`src/rtl/r4ip_pkg.sv`:
```
`timescale 1ns/1ps
package r4ip_pkg;
  // right shift applied to digit row k before the adder tree
  function automatic int row_rshift(input int k, input int drop);
    return (drop > 2 * k) ? drop - 2 * k : 0;
  endfunction
  // left shift applied to digit row k in the shift-add tree
  function automatic int row_lshift(input int k, input int drop);
    return (2 * k > drop) ? 2 * k - drop : 0;
  endfunction
endpackage

```
`src/rtl/r4ip_multiples.sv`:
```
`timescale 1ns/1ps
module r4ip_multiples #(
  parameter int W_BITS = 8
) (
  input  logic [W_BITS-1:0]          w_i,
  output logic [3:0][W_BITS+1:0]     mult_o
);
  logic [W_BITS+1:0] w1, w2;
  assign w1 = {{2{w_i[W_BITS-1]}}, w_i};
  assign w2 = {w_i[W_BITS-1], w_i, 1'b0};
  assign mult_o[0] = '0;
  assign mult_o[1] = w1;
  assign mult_o[2] = w2;
  assign mult_o[3] = w1 + w2;
endmodule

```
`src/rtl/r4ip_digit_sel.sv`:
```
`timescale 1ns/1ps
module r4ip_digit_sel #(
  parameter int W_BITS    = 8,
  parameter int DROP_BITS = 6,
  parameter int DIGIT     = 0,
  parameter bit TOP       = 1'b0,
  localparam int RW       = W_BITS + 3,
  localparam int RSH      = r4ip_pkg::row_rshift(DIGIT, DROP_BITS)
) (
  input  logic                       clk_i,
  input  logic                       rst_ni,
  input  logic [3:0][W_BITS+1:0]     mult_i,
  input  logic [W_BITS-1:0]          w_i,
  input  logic [1:0]                 digit_i,
  input  logic                       sign_i,
  output logic [RW-1:0]              row_o
);
  logic [W_BITS+1:0] pp;
  logic [RW-1:0]     pp_x, corr, val;

  assign pp   = mult_i[digit_i];
  assign pp_x = {pp[W_BITS+1], pp};
  // top digit: remove sign weight 2^L, i.e. 4w in top-row units
  assign corr = (TOP && sign_i) ? {w_i[W_BITS-1], w_i, 2'b00} : '0;
  assign val  = pp_x - corr;

  generate
    if (RSH > 0) begin : g_trunc
      assign row_o = {{RSH{val[RW-1]}}, val[RW-1:RSH]};
    end else begin : g_full
      assign row_o = val;
    end
  endgenerate

  a_r2_sel_zero: assert property (@(posedge clk_i) disable iff (!rst_ni)
    (digit_i == 2'd0) |-> (pp == '0));
  a_r2_sel_three: assert property (@(posedge clk_i) disable iff (!rst_ni)
    (digit_i == 2'd3) |-> ($signed(pp) == 3 * $signed(w_i)));
endmodule

```
`src/rtl/r4ip_row_tree.sv`:
```
`timescale 1ns/1ps
module r4ip_row_tree #(
  parameter int N_TAPS = 4,
  parameter int RW     = 11,
  localparam int LV    = $clog2(N_TAPS),
  localparam int SW    = RW + LV,
  localparam int NP    = 1 << LV
) (
  input  logic [N_TAPS-1:0][RW-1:0] rows_i,
  output logic [SW-1:0]             sum_o
);
  // heap layout: node j (1-based) stored at index j-1, leaves at NP..2NP-1
  logic [SW-1:0] node [2*NP-1];

  generate
    for (genvar i = 0; i < NP; i++) begin : g_leaf
      if (i < N_TAPS) begin : g_use
        assign node[NP-1+i] = {{LV{rows_i[i][RW-1]}}, rows_i[i]};
      end else begin : g_pad
        assign node[NP-1+i] = '0;
      end
    end
    for (genvar j = 1; j < NP; j++) begin : g_add
      assign node[j-1] = node[2*j-1] + node[2*j];
    end
  endgenerate

  assign sum_o = node[0];
endmodule

```
`src/rtl/r4_inner_product.sv`:
```
`timescale 1ns/1ps
module r4_inner_product #(
  parameter int N_TAPS    = 4,
  parameter int W_BITS    = 8,
  parameter int L_BITS    = 8,
  parameter int DROP_BITS = 6,
  parameter int OUT_BITS  = 8
) (
  input  logic                       clk_i,
  input  logic                       rst_ni,
  input  logic [N_TAPS*W_BITS-1:0]   weight_i,
  input  logic [N_TAPS*L_BITS-1:0]   sample_i,
  output logic [OUT_BITS-1:0]        y_o
);
  localparam int DIGITS = L_BITS / 2;
  localparam int RW     = W_BITS + 3;
  localparam int SW     = RW + $clog2(N_TAPS);
  localparam int FULL_W = W_BITS + L_BITS + $clog2(N_TAPS);
  localparam int TW     = FULL_W - DROP_BITS;
  localparam int GUARD  = TW - OUT_BITS;
  localparam int ACC_W  = SW + 2 * DIGITS;

  logic [DIGITS-1:0][N_TAPS-1:0][RW-1:0] rows;
  logic [DIGITS-1:0][SW-1:0]             row_d, row_q;
  logic [ACC_W-1:0]                      acc;

  generate
    for (genvar t = 0; t < N_TAPS; t++) begin : g_tap
      logic [3:0][W_BITS+1:0] mult;
      r4ip_multiples #(.W_BITS(W_BITS)) u_mult (
        .w_i    (weight_i[t*W_BITS +: W_BITS]),
        .mult_o (mult)
      );
      for (genvar k = 0; k < DIGITS; k++) begin : g_dig
        r4ip_digit_sel #(
          .W_BITS(W_BITS), .DROP_BITS(DROP_BITS), .DIGIT(k), .TOP(k == DIGITS - 1)
        ) u_sel (
          .clk_i   (clk_i),
          .rst_ni  (rst_ni),
          .mult_i  (mult),
          .w_i     (weight_i[t*W_BITS +: W_BITS]),
          .digit_i (sample_i[t*L_BITS + 2*k +: 2]),
          .sign_i  (sample_i[t*L_BITS + L_BITS - 1]),
          .row_o   (rows[k][t])
        );
      end
    end
    for (genvar k = 0; k < DIGITS; k++) begin : g_tree
      r4ip_row_tree #(.N_TAPS(N_TAPS), .RW(RW)) u_tree (
        .rows_i (rows[k]),
        .sum_o  (row_d[k])
      );
    end
  endgenerate

  always_ff @(posedge clk_i or negedge rst_ni) begin
    if (!rst_ni) row_q <= '0;
    else         row_q <= row_d;
  end

  // shift-add tree across digit positions
  always_comb begin
    acc = '0;
    for (int k = 0; k < DIGITS; k++) begin
      acc = acc + ({{(ACC_W-SW){row_q[k][SW-1]}}, row_q[k]}
                   << r4ip_pkg::row_lshift(k, DROP_BITS));
    end
  end

  always_ff @(posedge clk_i or negedge rst_ni) begin
    if (!rst_ni) y_o <= '0;
    else         y_o <= acc[GUARD +: OUT_BITS];
  end

  a_r1_no_overflow: assert property (@(posedge clk_i) disable iff (!rst_ni)
    (acc[ACC_W-1:TW-1] == '0) || (acc[ACC_W-1:TW-1] == '1));
  a_r4_zero_weights: assert property (@(posedge clk_i) disable iff (!rst_ni)
    (weight_i == '0) |=> ##1 (y_o == '0));
  a_r4_hold: assert property (@(posedge clk_i) disable iff (!rst_ni)
    $stable(row_q) |=> $stable(y_o));
  a_r6_reset: assert property (@(posedge clk_i)
    !rst_ni |-> (y_o == '0));
endmodule

```
`config.mk`:
```
export PLATFORM = sky130hd
export DESIGN_NAME = r4_inner_product
export DESIGN_NICKNAME = d
export VERILOG_FILES = /design/src/rtl/r4ip_pkg.sv /design/src/rtl/r4ip_multiples.sv /design/src/rtl/r4ip_digit_sel.sv /design/src/rtl/r4ip_row_tree.sv /design/src/rtl/r4_inner_product.sv
export SDC_FILE = /design/constraint.sdc
export NUM_CORES = 1
export LEC_CHECK = 0
export BUFFER_PORTS_ARGS = -buffer_cell sky130_fd_sc_hd__buf_2
export CORE_ASPECT_RATIO = 0.75
export CORE_UTILIZATION = 57
export CTS_BUF_LIST = sky130_fd_sc_hd__clkbuf_16
export DETAILED_ROUTE_END_ITERATION = 10
export MAX_ROUTING_LAYER = met4
export PLACE_DENSITY = 0.87
export SYNTH_ARGS = -nofsm -noshare
export SYNTH_HDL_FRONTEND = slang
export SYNTH_SLANG_ARGS = --single-unit
```
`constraint.sdc`:
```
create_clock -name clk_i -period 4.1 [get_ports clk_i]
set_input_delay 0 -clock clk_i [delete_from_list [all_inputs] [get_ports clk_i]]
set_output_delay 0 -clock clk_i [all_outputs]
set_load 0.005 [all_outputs]
```
==> metrics.md <==
| Metric | Value |
|---|---|
| Part of the Yosys area used for sequential elements | `12.6%` |
| Rows | `38` |
| Fmax achieved | `208 MHz` |
| Max_cap viols | `0` |
| PwrDens | `919 nW/um^2` |
| Bufs on Longest Clock Path | `2` |
| Final WL | `28800 um` |
| Initial antenna violation count | `3` |
| Critical path launch point type | `input pin` |
| CTS Buf Count | `5` |
| Peak VDD IR | `1.05 mV` |
| CTS tree | `yes` |
| CP Cell Sequence | `buf_2, ha_1, a21o_1, a21oi_2, buf_4, o21bai_1, a21oi_2, xor2_1, o221ai_1, ha_1, a21boi_2, o21ai_1, a21boi_2, o21ai_2, fa_1, inv_1, fa_1, inv_1, ha_4, nor2b_1, a311o_1, xnor2_1` |
| P_leak | `5.67 nW` |
| Cell family with most CP delay | `adder cells` |
| Post-route ant nets | `0` |
| Yosys reg bits | `44` |
| Status | `complete, but fails checks` |
| Routed via count | `8927` |
| Top_reg_cell synth | `dfrtp_1` |
| Worst Max-Slew Pin Slew | `0.988 ns` |
| Drt wl/cell | `19.3 um` |
| DR iter-0 viols | `864` |
| GRT Util Overall | `37.3%` |
| Die Ht | `109 um` |
| DRC Markers | `0` |
| Max Slew Vio Count | `0` |
| DP HPWL | `21700 um` |
| Worst Setup End Kind | `register` |
| Synth top area cells | `fa_1 (18%), ha_1 (15%), dfrtp_1 (13%)` |
| CP max-delay cell | `fa_1` |
| Ys async rst share | `100%` |
| Die ar. | `15800 sq um` |
| Root Buffer | `clkbuf_16` |
| Pre-antenna DRT Iters | `7` |
| Die width | `145 um` |
| Synthesis Warnings | `0` |
| Vias per inst | `5.98` |
| Top Ports | `74` |
| Share of post-route cells with drive strength above 1 | `33.0%` |
| Syn Nets | `1289` |
| Final setup fails | `5` |
| Grt total ovfl | `0` |
| Bufs and invs on worst path | `4` |
| Commonest cells in the netlist | `inv_1 (143), nand2_1 (123), ha_1 (106)` |
| Post-layout util | `78.8%` |
| Most common cell in the netlist | `inv_1` |
| IO buf count | `73` |
| Part of the cycle the worst path needs | `117%` |
| Fin. Hold Viols | `0` |
| Critical Setup Path Class | `input pin to register` |
| Vias in the first global route | `8929` |
| Slew HR | `34.1%` |
| First-pass GRT wire length | `43500 um` |
| Unrepaired setup endpoints after global routing | `yes` |
| Layout Skew | `0.00431 ns` |
| Syn avg cell area | `8.41 sq um` |
| CP Data Arrival Time | `4.98 ns` |
| Post-synthesis instance total | `1037` |
| Initial Utilization | `59.4%` |
| Mapped cell area | `8720 sq um` |
| Min-Delay Path Class | `input pin to register` |
| Worst-Skew Late Latency | `0.29 ns` |
| Failing checks | `negative setup slack` |
| GPL Wtd Cong | `0.958` |
| Core area | `14700 sq um` |
| Top cell type's share of synthesized area | `18.4%` |
| Worst Setup Slack, final | `-0.701 ns` |
| Critical Path RT | `4.28 ns` |
| CTS Sinks | `44` |
| Worst path max stage delay | `0.58 ns` |
| Largest net degree at the start of global routing | `45` |
| Yosys cell types | `44` |
| Cell taking the most area after synthesis | `fa_1` |
| CP max FO | `4` |
| Nets | `1542` |
| Post-synth EDFFs | `0` |
| Final TNS setup | `-2.54 ns` |
| Worst-path clk slew | `0.07 ns` |
| H-tree depth | `2` |
| Tmin final | `4.80 ns` |
| Layout area overhead | `32.6%` |
layout by cell type (no fill, tap or decap), types with 13 or more instances in the layout:
cell | netlist | routed
buf_4 | 0 | 202
inv_1 | 143 | 137
nand2_1 | 123 | 122
ha_1 | 106 | 90
fa_1 | 80 | 71
buf_2 | 0 | 68
o21ai_0 | 83 | 65
nor2b_1 | 48 | 44
dfrtp_1 | 44 | 44
xnor2_1 | 54 | 43
nor2_1 | 46 | 37
a22o_1 | 33 | 33
mux2_2 | 33 | 31
a21oi_1 | 43 | 24
xor2_1 | 20 | 18
a21o_1 | 17 | 17
a21oi_2 | 1 | 16
o221ai_1 | 17 | 15
ha_4 | 0 | 13
kinds of logic (layout without fill, tap and decap cells):
| logic type | Yosys count | after routing | synth area share [%] |
|---|---|---|---|
| AOI/OAI and AO/OA | 263 | 263 | 20.2 |
| xor gates and xnor gates | 75 | 75 | 7.69 |
| adders and majority gates | 186 | 186 | 33.6 |
| buffers and inverters | 173 | 427 | 7.44 |
| DFF | 44 | 44 | 12.6 |
| muxes | 41 | 41 | 5.18 |
| other | 0 | 3 | 0 |
| and+or+nand+nor | 255 | 255 | 13.3 |
what timing repair did:
item / in CTS / in global routing
pin swaps: 55 / 68
setup endpoints to repair: 9 / 18
gates resized for setup: 61 / 65
hold buffers: 1 / 0
hold endpoints to repair: 44 / 0
buffers inserted: 12 / 9
per-stage QoR:
stage / hold slack, ns / cell area, sq um / cells / setup slack, ns / power (W)
floorplan: -0.296 / 8840 / 1037 / -0.427 / 0.00620
global placement: 0.203 / 10800 / 1468 / -0.877 / 0.00838
detailed placement: 0.208 / 10800 / 1468 / -0.946 / 0.00880
CTS: 0.202 / 11300 / 1486 / -0.473 / 0.00979
global route: 0.220 / 11600 / 1494 / -0.826 / 0.0116
finish: 0.208 / 11600 / 1494 / -0.701 / 0.0106
sequential cells by signal (all words and copies together), names as in the netlist:
register,flops
row_q,36
y_o,8
final timing paths:
path / start / endpoint / slack (ns) / cells after the start
setup / recovery: weight_i[2] / row_q[50]$_DFF_PN0_ / -0.70 / 22
hold / removal: sample_i[26] / row_q[13]$_DFF_PN0_ / 0.21 / 3
setup reg to reg: row_q[1]$_DFF_PN0_ / y_o[7]$_DFF_PN0_ / 0.19 / 16
hold reg to reg: row_q[35]$_DFF_PN0_ / y_o[7]$_DFF_PN0_ / 0.75 / 2
max in group asynchronous: rst_ni / row_q[44]$_DFF_PN0_ / 3.08 / 2
min in group asynchronous: rst_ni / row_q[5]$_DFF_PN0_ / 0.40 / 2
per-layer routing:
metal	share of wire [%]	GRT usage, %	vias to the layer above
met5	0	-	-
met4	4.4	13.8	0
met3	11	9.18	139
met2	46	60.4	530
met1	39	45.1	4214
li1	-	-	4044
worst min-delay path, cell delays in order:
cell and delay, ns:
buf_2 0.17, a22o_1 0.16, ha_1 0.13
where the power goes:
| group | switching, W | leakage [nW] | internal [W] |
|---|---|---|---|
| registers | 0.000110 | 0.511 | 0.000788 |
| logic | 0.00469 | 5.10 | 0.00464 |
| clock network | 0.000180 | 0.0635 | 0.000224 |
area by class of cell:
class,instances,area (sq um)
Inverter,143,537
Clock buffer,5,125
Sequential cell,44,1100
Clock inverter,3,18.8
Tap cell,200,250
Multi-Input combinational cell,820,7600
Antenna cell,3,7.51
Timing Repair Buffer,276,1930
Fill cell,874,3120
Note: power is estimated with default switching activity, not from simulation.
